--- src/rtl/mbag_pkg.sv ---
package mbag_pkg;
    localparam int MB_LOG2 = 4;
    localparam int MB_SIDE = 1 << MB_LOG2;

    typedef enum logic {
        ST_RUN  = 1'b0,
        ST_DONE = 1'b1
    } gen_state_e;
endpackage

--- src/rtl/mbag_pix_cnt.sv ---
module mbag_pix_cnt
    import mbag_pkg::*;
(
    input  logic               clk,
    input  logic               rst,
    input  logic               step,
    output logic [MB_LOG2-1:0] px,
    output logic [MB_LOG2-1:0] py,
    output logic               blk_last
);
    typedef struct packed {
        logic [MB_LOG2-1:0] x;
        logic [MB_LOG2-1:0] y;
    } pix_t;

    pix_t pix_d, pix_q;

    always_comb begin
        pix_d = pix_q;
        if (step) begin
            if (pix_q.x == MB_LOG2'(MB_SIDE - 1)) begin
                pix_d.x = '0;
                pix_d.y = pix_q.y + 1'b1;
            end else begin
                pix_d.x = pix_q.x + 1'b1;
            end
        end
    end

    always_ff @(posedge clk) begin
        if (rst) pix_q <= '0;
        else     pix_q <= pix_d;
    end

    assign px       = pix_q.x;
    assign py       = pix_q.y;
    assign blk_last = (pix_q.x == MB_LOG2'(MB_SIDE - 1)) && (pix_q.y == MB_LOG2'(MB_SIDE - 1));

    assert_x_steps_R3: assert property (@(posedge clk) disable iff (rst)
        ($past(step) && ($past(px) != MB_LOG2'(MB_SIDE - 1))) |-> (px == $past(px) + 1'b1 && py == $past(py)));

    assert_line_wrap_R3: assert property (@(posedge clk) disable iff (rst)
        ($past(step) && ($past(px) == MB_LOG2'(MB_SIDE - 1)) && ($past(py) != MB_LOG2'(MB_SIDE - 1)))
        |-> (px == '0 && py == $past(py) + 1'b1));

    assert_block_wrap_R5: assert property (@(posedge clk) disable iff (rst)
        (step && blk_last) |=> (px == '0 && py == '0));

    assert_hold_R7: assert property (@(posedge clk) disable iff (rst)
        !step |=> ($stable(px) && $stable(py)));
endmodule

--- src/rtl/mbag_blk_cnt.sv ---
module mbag_blk_cnt #(
    parameter int COLS = 40,
    parameter int ROWS = 30,
    localparam int CW = (COLS > 1) ? $clog2(COLS) : 1,
    localparam int RW = (ROWS > 1) ? $clog2(ROWS) : 1
) (
    input  logic          clk,
    input  logic          rst,
    input  logic          step,
    output logic [CW-1:0] bc,
    output logic [RW-1:0] br,
    output logic          frame_last
);
    localparam logic [CW-1:0] LAST_C = CW'(COLS - 1);
    localparam logic [RW-1:0] LAST_R = RW'(ROWS - 1);

    typedef struct packed {
        logic [CW-1:0] c;
        logic [RW-1:0] r;
    } blk_t;

    blk_t blk_d, blk_q;

    always_comb begin
        blk_d = blk_q;
        if (step) begin
            if (blk_q.c == LAST_C) begin
                blk_d.c = '0;
                blk_d.r = (blk_q.r == LAST_R) ? '0 : blk_q.r + 1'b1;
            end else begin
                blk_d.c = blk_q.c + 1'b1;
            end
        end
    end

    always_ff @(posedge clk) begin
        if (rst) blk_q <= '0;
        else     blk_q <= blk_d;
    end

    assign bc         = blk_q.c;
    assign br         = blk_q.r;
    assign frame_last = (blk_q.c == LAST_C) && (blk_q.r == LAST_R);

    assert_col_steps_R6: assert property (@(posedge clk) disable iff (rst)
        ($past(step) && ($past(bc) != LAST_C)) |-> (bc == $past(bc) + 1'b1 && br == $past(br)));

    assert_strip_steps_R6: assert property (@(posedge clk) disable iff (rst)
        ($past(step) && ($past(bc) == LAST_C) && ($past(br) != LAST_R)) |-> (bc == '0 && br == $past(br) + 1'b1));

    assert_row_holds_R6: assert property (@(posedge clk) disable iff (rst)
        !step |=> ($stable(bc) && $stable(br)));
endmodule

--- src/rtl/mb_addr_gen.sv ---
module mb_addr_gen
    import mbag_pkg::*;
#(
    parameter int FRAME_W = 640,
    parameter int FRAME_H = 480,
    localparam int BLK_COLS = FRAME_W >> MB_LOG2,
    localparam int BLK_ROWS = FRAME_H >> MB_LOG2,
    localparam int CW = (BLK_COLS > 1) ? $clog2(BLK_COLS) : 1,
    localparam int RW = (BLK_ROWS > 1) ? $clog2(BLK_ROWS) : 1,
    localparam int ADDR_W = $clog2(FRAME_W * FRAME_H)
) (
    input  logic              clk,
    input  logic              rst,
    input  logic              en,
    output logic [ADDR_W-1:0] addr,
    output logic              addr_valid,
    output logic [CW-1:0]     blk_col,
    output logic [RW-1:0]     blk_row,
    output logic              blk_start,
    output logic              blk_done,
    output logic              frame_done
);
    typedef struct packed {
        gen_state_e st;
    } ctl_t;

    ctl_t ctl_d, ctl_q;

    logic [MB_LOG2-1:0] px, py;
    logic               pix_last, blk_last, blk_step;
    logic [RW+MB_LOG2-1:0] line_idx;
    logic [CW+MB_LOG2-1:0] col_idx;

    assign addr_valid = !rst && en && (ctl_q.st == ST_RUN);
    assign blk_step   = addr_valid && pix_last;

    mbag_pix_cnt u_pix (
        .clk      (clk),
        .rst      (rst),
        .step     (addr_valid),
        .px       (px),
        .py       (py),
        .blk_last (pix_last)
    );

    mbag_blk_cnt #(
        .COLS (BLK_COLS),
        .ROWS (BLK_ROWS)
    ) u_blk (
        .clk        (clk),
        .rst        (rst),
        .step       (blk_step),
        .bc         (blk_col),
        .br         (blk_row),
        .frame_last (blk_last)
    );

    assign line_idx   = {blk_row, py};
    assign col_idx    = {blk_col, px};
    assign addr       = ADDR_W'(line_idx) * ADDR_W'(FRAME_W) + ADDR_W'(col_idx);
    assign blk_start  = addr_valid && (px == '0) && (py == '0);
    assign blk_done   = blk_step;
    assign frame_done = blk_step && blk_last;

    always_comb begin
        ctl_d = ctl_q;
        if (frame_done) ctl_d.st = ST_DONE;
    end

    always_ff @(posedge clk) begin
        if (rst) ctl_q <= '{st: ST_RUN};
        else     ctl_q <= ctl_d;
    end

    assert_first_addr_R1: assert property (@(posedge clk) disable iff (rst)
        ($past(rst) && en) |-> (addr == '0 && blk_start));

    assert_freeze_R7: assert property (@(posedge clk) disable iff (rst)
        !en |=> ($stable(addr) && $stable(blk_col) && $stable(blk_row)));

    assert_quiet_after_frame_R8: assert property (@(posedge clk) disable iff (rst)
        frame_done |=> !addr_valid);

    assert_stay_quiet_R8: assert property (@(posedge clk) disable iff (rst)
        !addr_valid && $past(frame_done) |=> !addr_valid);

    assert_frame_end_addr_R8: assert property (@(posedge clk) disable iff (rst)
        frame_done |-> (addr == ADDR_W'(FRAME_W * FRAME_H - 1)));
endmodule

--- config.mk ---
export PLATFORM = sky130hd
export DESIGN_NAME = mb_addr_gen
export DESIGN_NICKNAME = d
export VERILOG_FILES = /design/src/rtl/mbag_pkg.sv /design/src/rtl/mbag_pix_cnt.sv /design/src/rtl/mbag_blk_cnt.sv /design/src/rtl/mb_addr_gen.sv
export SDC_FILE = /design/constraint.sdc
export NUM_CORES = 1
export LEC_CHECK = 0
export BUFFER_PORTS_ARGS = -buffer_cell sky130_fd_sc_hd__buf_4
export CAP_MARGIN = 20
export CORE_ASPECT_RATIO = 0.8
export CORE_MARGIN = 3
export CORE_UTILIZATION = 25
export DETAILED_ROUTE_END_ITERATION = 7
export SETUP_SLACK_MARGIN = 0.5
export SLEW_MARGIN = 20
export SYNTH_ARGS = -nofsm -noshare
export SYNTH_HDL_FRONTEND = slang
export SYNTH_SLANG_ARGS = --single-unit
--- constraint.sdc ---
create_clock -name clk -period 2.5 [get_ports clk]
set_input_delay 0.25 -clock clk [delete_from_list [all_inputs] [get_ports clk]]
set_output_delay 0.25 -clock clk [all_outputs]
set_load 0.02 [all_outputs]
# [After elaboration in Yosys (flattened, before gate mapping)]
# Cells that the tools add are included.
# Widths: inputs -> output; s select.
[totals] in_bits=3 regBits=20 out_inout_bits=34 elab_cells=32
[classes] n_eq_ne=4 n_mul=1 n_reduce_logical=13 n_addsub=5 n_mux=3 bitwise_logic=1
[op_table] op="$add 19x10->19" n=1
[op_table] op="$mul 9x3->12 const B" n=1
[op_table] op="$add 4x1->4 const B" n=2
[op_table] op="$eq 4x4->1 const B" n=2
[op_table] op="$logic_and 1x1->1" n=8
[op_table] op="$logic_not 4->1" n=2
[op_table] op="$add 6x1->6 const B" n=1
[op_table] op="$eq 6x6->1 const B" n=1
[op_table] op="$mux 6" n=1
[op_table] op="$add 5x1->5 const B" n=1
[op_table] op="$eq 5x5->1 const B" n=1
[op_table] op="$mux 5" n=1
[op_table] op="$mux 4" n=1
[op_table] op="$reduce_and 2->1" n=2
[op_table] op="$logic_not 1->1" n=1
[op_table] op="$not 1->1" n=1

# [Longest topological paths before layout]
# Gate-level depths: netlist of the first run.
[depth] word_depth=5 depth_mapped=8 mapped_depth_nobuf=8

# [Modules after synthesis]
# From an unflattened synthesis of the first run, not the netlist that was laid out.
[hier_totals] hier_cells=185 hier_area_um2=1624.1
[by_module_without_submodules] module="mb_addr_gen" area_per_inst_um2=689.4 seq_area_each_um2=20.0 cells_per_inst=81 instances=1
[by_module_without_submodules] module="mbag_blk_cnt" area_per_inst_um2=561.8 seq_area_each_um2=220.2 cells_per_inst=63 instances=1
[by_module_without_submodules] module="mbag_pix_cnt" area_per_inst_um2=372.9 seq_area_each_um2=160.2 cells_per_inst=41 instances=1

# [Worst setup path before layout of the first run]
# Ideal clock, no wire load.
[synth_path] path_kind="register to output" startpoint="register u_blk.blk_q, in the netlist u_blk.br[0]" endpoint="output port addr[16]" arrival_ns=2.769 stages_incl_launch_ff=8 t_required_ns=2.250 path_buffers=0 path_slack_ns=-0.519 cell_sequence="dfxtp_1 > ha_1 > ha_1 > a211oi_1 > nor2_1 > o311ai_0 > nand3_1 > xnor2_1"
[synth_between] elab_chain_cells=2
[synth_lines] item="start: declaration" line_no="mbag_blk_cnt.sv:22" text="blk_t blk_d, blk_q;"
[synth_lines] item="start signal: assignment" line_no="mbag_blk_cnt.sv:38" text="else blk_q <= blk_d;"
[synth_lines] item="$mul 9x3->12" line_no="mb_addr_gen.sv:60" text="assign addr = ADDR_W'(line_idx) * ADDR_W'(FRAME_W) + ADDR_W'(col_idx);"
[synth_lines] item="$add 19x10->19" line_no="mb_addr_gen.sv:60"
[synth_lines] item="end: declaration" line_no="mb_addr_gen.sv:15" text="output logic [ADDR_W-1:0] addr,"
# No other way between the ends.

# [Final worst setup path of the first run]
[layout_path] startpoint="register u_pix.pix_q, in the netlist u_pix.py[3]" endpoint="output port addr[17]"
[layout_between] elab_chain_cells=2
[layout_lines] item="start: declaration" line_no="mbag_pix_cnt.sv:16" text="pix_t pix_d, pix_q;"
[layout_lines] item="start signal: assignment" line_no="mbag_pix_cnt.sv:32" text="else pix_q <= pix_d;"
[layout_lines] item="$mul 9x3->12" line_no="mb_addr_gen.sv:60"
[layout_lines] item="$add 19x10->19" line_no="mb_addr_gen.sv:60"
# No other way between the ends.

==> results.ini, run 1 <==
[yosys]
yosysUniqueCellTypes=45
synthesis.area_mm2=0.00168
yosysWarnings=0
ys_async_sr_fraction_pct=0
ys_ff_latch=20
synthFlopType=dfxtp_1
synthCells=199
seq_area_frac_synth_pct=23.9
syn_avg_cell_area_um2=8.42
syn_nets=228
synth_edf_count=0

[sta]
fmax_mhz=346
report.final.slew_viol_count=0
rsz0062_at_grt=true
final.period_utilization_pct=116
setup_viol=6
worst_pin_slew_ns=0.405
maxSlewHeadroom_pct=72.7
hold_violations=0
layout_setup_ws_ns=-0.393
skew_ns=0.00131
period_minus_slack_ns=2.89

[power]
p_seq_share_pct=55.7
internal_power_mw=0.447
p_leak_nw=1.28
finalPower_mw=0.580
powerDensity_mw_per_mm2=207
ir_drop_mv=0.150
netSwitchingFraction_pct=22.9
p_clk_share_pct=37.6
power_switching_mw=0.133
combPwrFrac_pct=6.7

[floorplan]
fp.dieW_um=97.5
die_y_um=79.2
die_area_mm2=0.00773
rows=26
pin_count=37
start_util_pct=26.0
core_mm2=0.00644

[clock_tree]
cts.clk_slew.worst_paths_ns=0.07
tritoncts=built
cts_max_level=1
cts_buffers=3
worst_skew_pair.late_latency_ns=0.26
cts-root-buf=clkbuf_8
ctsHoldBuffers=0
clock-sinks=20
cts_buffer_depth=2

[setup_path]
critPathKind=reg -> out
path_cells=ha_4 -> ha_4 -> fa_2 -> a211oi_4 -> nor2_2 -> nor4_2 -> nand4_1 -> xor2_2 -> buf_4
worstSetupStartpointType=flip-flop
max_stage_delay_ns=0.39
cp_data_required_time_ns=2.25
slowest_stage=fa_2
crit_top_cell=ha_4
worst-path-max-fanout=4
endpoint_kind=primary output
worstPathArrival_ns=2.64

[layout]
multi_input_area_mm2=0.00156
drive_gt1_share_pct=55.0
finalCoreUtilization_pct=43.5
regArea_um2=423
diodes=0
area_delta_synth_final_pct=67.3
nNetsFinal=301
nFillCells=619

[global_route]
grt_usage_pct=12.3
grt_max_degree=22
grt_pass1_vias=1641
overflow=0
antenna_found_initial=0
grt_pass1_wl_mm=7.86
met2_usage_pct=20.6
groute.layer.met1.usage_pct=16.2
gr-usage-met3_pct=2.81
grt.busiest_layer=met2

[drt]
totalWireLength_mm=4.55
routedWlPerCell_um=12.8
vias=1656
ant_nets=0
drc_errors=0
first_pass_iters=4
drtIter0Drc=49
viasPerCell=4.66

[worst_hold_path]
hold_class=in -> reg

[placement]
place_hpwl_mm=3.26
gp_congestion=0.839
portBuffers=36

[run_status]
status=complete, but fails checks
violations=negative setup slack

[job]
maxCapViolCount=0

## metal layers
layer	vias to the layer above	share of wire (%)
met5	-	0
met4	0	1.2
met3	6	3.3
met2	22	47
met1	777	49
li1	851	-
## layout make-up
class,instances,area share (%)
Multi-Input combinational cell,158,55.7
Inverter,14,1.87
Timing Repair Buffer,75,22.0
Sequential cell,20,15.1
Clock buffer,4,1.61
Tap cell,84,3.75
## cells in the final DEF, fill, tap and decap left out, types with 2 or more instances in the layout
master / instances
xor2_1: 7
dfxtp_4: 3
ha_1: 14
nor4_4: 2
nand3_1: 4
o21ai_0: 4
xor2_2: 4
inv_1: 13
nand4_1: 6
xnor2_1: 5
clkbuf_8: 3
buf_6: 14
nand2_1: 11
ha_4: 9
a21oi_4: 2
a21o_1: 2
nand2_4: 3
buf_4: 61
fa_2: 2
nor2_1: 17
a21oi_1: 3
nor2_2: 2
or3_4: 2
nor3_1: 9
dfxtp_2: 9
dfxtp_1: 8
a21oi_2: 3
nor2_4: 2
nand3_2: 2
a211oi_2: 2
o21ai_1: 2
xnor2_2: 6
## cell families (layout without fill, tap and decap cells)
family / Yosys count / count (layout) / synth area share (%)
multiplexers: 1 / 1 / 0.597
AND/OR/NAND/NOR: 77 / 77 / 24.0
buffers and inverters: 21 / 93 / 6.05
AO/OA/AOI/OAI: 32 / 32 / 13.6
XOR/XNOR: 22 / 22 / 11.5
flip-flops: 20 / 20 / 23.9
adder cells (fa/ha/maj): 26 / 26 / 20.3
## cell usage after synthesis (2+ instances only)
cell type,count,share of area (%)
a211oi_1,3,1.3
a21o_1,2,0.90
a21oi_1,8,2.4
and3_1,2,0.75
buf_4,4,1.8
clkbuf_1,2,0.45
dfxtp_1,20,24
fa_1,2,2.4
ha_1,24,18
inv_1,14,3.1
nand2_1,14,3.1
nand3_1,7,2.1
nand4_1,6,2.2
nor2_1,21,4.7
nor3_1,10,3.0
nor4_1,2,0.75
o21ai_0,6,1.8
o22ai_1,2,0.75
o31ai_1,2,0.90
or3_1,3,1.1
xnor2_1,11,5.8
xor2_1,11,5.8
## power by group through the flow
stage / Clock, mW / Sequential [mW] / Combinational (mW)
6_report: 0.218 / 0.323 / 0.0386
5_1_grt: 0.246 / 0.323 / 0.0420
4_1_cts: 0.230 / 0.322 / 0.0382
3_5_place_dp: 0 / 0.330 / 0.0377
3_3_place_gp: 0 / 0.330 / 0.0374
2_1_floorplan: 0 / 0.333 / 0.0215
## worst max-delay path: cells and delay by family, from the launching register on
| kind | cells | cell delay [ns] |
|---|---|---|
| AND/OR/NAND/NOR | 3 | 0.59 |
| AO/OA/AOI/OAI | 1 | 0.32 |
| adder cells (fa/ha/maj) | 3 | 0.79 |
| flip-flops | 1 | 0.35 |
| buffers and inverters | 1 | 0.16 |
| XOR/XNOR | 1 | 0.18 |
## flip-flops by register name, indices dropped and copies added, names as in the netlist
name / count
u_pix.py: 4
ctl_q: 1
u_blk.br: 5
u_blk.bc: 6
u_pix.px: 4
## per-stage QoR
| stage | hold WS [ns] | cell area, um2 | worst slack (ns) | instances | setup TNS [ns] |
|---|---|---|---|---|---|
| after global placement | 0.443 | 2350 | -0.200 | 339 | -0.607 |
| after global routing | 0.317 | 2800 | -0.542 | 355 | -2.48 |
| after floorplan | 0.434 | 1820 | -0.0973 | 199 | -0.221 |
| final | 0.326 | 2800 | -0.393 | 355 | -1.72 |
| after detailed placement | 0.461 | 2350 | -0.215 | 339 | -0.603 |
| after CTS | 0.322 | 2700 | -0.369 | 354 | -1.57 |
## path summary, 6_finish.rpt
path | startpoint | to | slack (ns) | cells past startpoint
worst max register to register | u_pix.py[1]$_SDFFE_PP0P_ | u_blk.br[1]$_SDFFE_PP0P_ | 0.54 | 10
worst max-delay path | u_pix.py[3]$_SDFFE_PP0P_ | addr[17] | -0.39 | 9
worst min register to register | ctl_q$_SDFFE_PP0P_ | ctl_q$_SDFFE_PP0P_ | 0.48 | 2
worst min-delay path | rst | u_blk.br[0]$_SDFFE_PP0P_ | 0.33 | 2
## repair_timing
action | 4_1_cts | 5_1_grt
setup buffers | 11 | 1
setup endpoints to repair | 14 | 20
gates resized for setup | 44 | 24
pin swaps | 20 | 14
No activity file was read; power rests on OpenSTA's default activity.
==> inputs of run 2 (changes only) <==
Settings changed: CORE_UTILIZATION 25 to 49, PLACE_DENSITY set to 0.76, SKIP_LAST_GASP set to 1.
==> run 2 against run 1 <==
Against the previous run:
- the run still ends with negative setup slack left
- combinational power is 5.4% higher
- sequential cell count stayed put
- via count is 15% higher
- clock skew is 0.0049 ns higher
- sequential share of layout area is 0.20 points higher
- sequential power hardly changed
- power is 7.3% higher
- utilization is 43 points higher
==> results.ini, run 2 (synthesis gave the netlist of run 1 again) <==
[sta]
finalSetupTns_ns=-2.33  ; -0.605 ns
final.period_utilization_pct=120  ; +4.4 points
period_minus_slack_ns=3.00  ; +0.110 ns
worst_pin_slew_ns=0.448  ; +0.0429 ns
setup_viol=7  ; +1
report.final.slew_viol_count=0  ; unchanged
layout_setup_ws_ns=-0.502  ; -0.110 ns
rsz0062_at_grt=true
fmax_mhz=333  ; -3.7%
hold_violations=0  ; unchanged
skew_ns=0.00616  ; +0.00485 ns
maxSlewHeadroom_pct=70.1  ; -2.7 points

[floorplan]
fp.dieW_um=71.4  ; -27%
die_area_mm2=0.00416  ; -46%
rows=18  ; -31%
pin_count=37  ; unchanged
core_mm2=0.00318  ; -51%
die_y_um=58.3  ; -26%
start_util_pct=52.8  ; +27 points

[power]
ir_drop_mv=0.303  ; +100%
power_switching_mw=0.148  ; +11%
p_leak_nw=1.30  ; +1.3%
p_clk_share_pct=41.5  ; +3.9 points
p_seq_share_pct=52.0  ; -3.7 points
finalPower_mw=0.622  ; +7.3%
combPwrFrac_pct=6.5  ; -0.2 points
internal_power_mw=0.474  ; +6.1%
powerDensity_mw_per_mm2=226  ; +9.3%
netSwitchingFraction_pct=23.8  ; +0.89 points

[clock_tree]
cts_buffers=3  ; unchanged
clock-sinks=20  ; unchanged
cts-root-buf=clkbuf_8
tritoncts=built
cts_buffer_depth=2  ; unchanged
worst_skew_pair.late_latency_ns=0.27  ; about the same
cts_max_level=1  ; unchanged
cts.clk_slew.worst_paths_ns=0.08  ; about the same

[run_status]
status=complete, but fails checks
violations=negative setup slack

[global_route]
grt_pass1_wl_mm=9.25  ; +18%
grt_max_degree=22  ; unchanged
grt_pass1_vias=1896  ; +16%
antenna_found_initial=0  ; unchanged
grt_usage_pct=28.2  ; +16 points
overflow=0  ; unchanged

[drt]
viasPerCell=6.04  ; +29%
totalWireLength_mm=6.23  ; +37%
vias=1902  ; +15%
routedWlPerCell_um=19.8  ; +54%
drc_errors=0  ; unchanged
drtIter0Drc=148  ; +200%
ant_nets=0  ; unchanged
first_pass_iters=4  ; unchanged

[setup_path]
regToRegSetupSlack_ns=0.35  ; -0.19 ns
worstSetupStartpointType=flip-flop
endpoint_kind=primary output
worstPathArrival_ns=2.75  ; +0.11 ns
critPathKind=reg -> out
worst-path-max-fanout=4  ; unchanged
cp_data_required_time_ns=2.25  ; about the same

[layout]
final_cell_mix=67 x buf_4, 17 x nor2_1, 14 x inv_1, 14 x ha_1
nFillCells=146  ; -76%
diodes=0  ; unchanged
drive_gt1_share_pct=53.1  ; -1.9 points
regArea_um2=420  ; -0.59%
largest_reg_flops=6  ; unchanged
final_common_cell=buf_4
nNetsFinal=305  ; +1.3%
multi_input_area_mm2=0.00153  ; -1.8%
finalCoreUtilization_pct=86.6  ; +43 points
area_delta_synth_final_pct=64.2

[placement]
portBuffers=36  ; unchanged
place_hpwl_mm=3.52  ; +8.1%
pre_cts_slack_ns=-0.269  ; -0.0543 ns
gp_congestion=0.853  ; +1.7%

[worst_hold_path]
hold_class=in -> reg

[job]
maxCapViolCount=0  ; unchanged

==> run 2: changes by cell type in the layout (fill, tap and decap cells not counted), sizes merged <==
| cell | change |
|---|---|
| buf | +4 |
==> run 2: power groups by stage <==
stage	combinational, mW	clock (mW)	sequential (mW)
final	0.0407	0.258	0.323
after global routing	0.0441	0.270	0.324
after CTS	0.0382	0.252	0.322
after detailed placement	0.0375	0	0.330
after global placement	0.0367	0	0.329
after floorplan	0.0215	0	0.333
==> run 2: final cells by class <==
type	instances	area share, %
multi-input cells	158	55.8
repair buffers	79	23.2
flip-flops and latches	20	15.3
clock buffers	4	2.00
inverters	14	1.91
well taps	40	1.82
==> run 2: through the flow <==
stage | hold slack [ns] | instance area [um2] | std cells
floorplan | 0.434 | 1820 | 199
global placement | 0.448 | 2260 | 291
detailed placement | 0.465 | 2260 | 291
CTS | 0.310 | 2650 | 307
global route | 0.333 | 2750 | 315
finish | 0.315 | 2750 | 315
==> run 2: what timing repair did <==
item | 4_1_cts | 5_1_grt
pin swaps | 26 | 5
buffers inserted | 12 | 8
resized for setup | 46 | 11
hold buffers | 0 | 0
cloned | 0 | 0
setup endpoints to repair | 15 | 21
==> run 2: worst max-delay path, cell delays in order, from the launching register on <==
cell      delay, ns
dfxtp_4        0.36
ha_4           0.24
ha_4           0.16
fa_2           0.39
a211oi_4       0.34
nor2_2         0.10
nor4_2         0.36
nand4_1        0.20
xor2_2         0.19
buf_6          0.14
==> run 2: final timing paths <==
check | start | to | depth (start not counted)
max | u_pix.py[3]$_SDFFE_PP0P_ | addr[17] | 9
min reg2reg | ctl_q$_SDFFE_PP0P_ | ctl_q$_SDFFE_PP0P_ | 2
max reg2reg | u_pix.py[1]$_SDFFE_PP0P_ | u_blk.br[0]$_SDFFE_PP0P_ | 11
min | rst | u_blk.br[1]$_SDFFE_PP0P_ | 2
==> run 2: per-layer routing <==
layer,share of wire (%),global-route usage (%)
met2,50,52.4
met1,38,32.8
met3,7.4,4.95
met5,0,0
met4,3.9,9.65
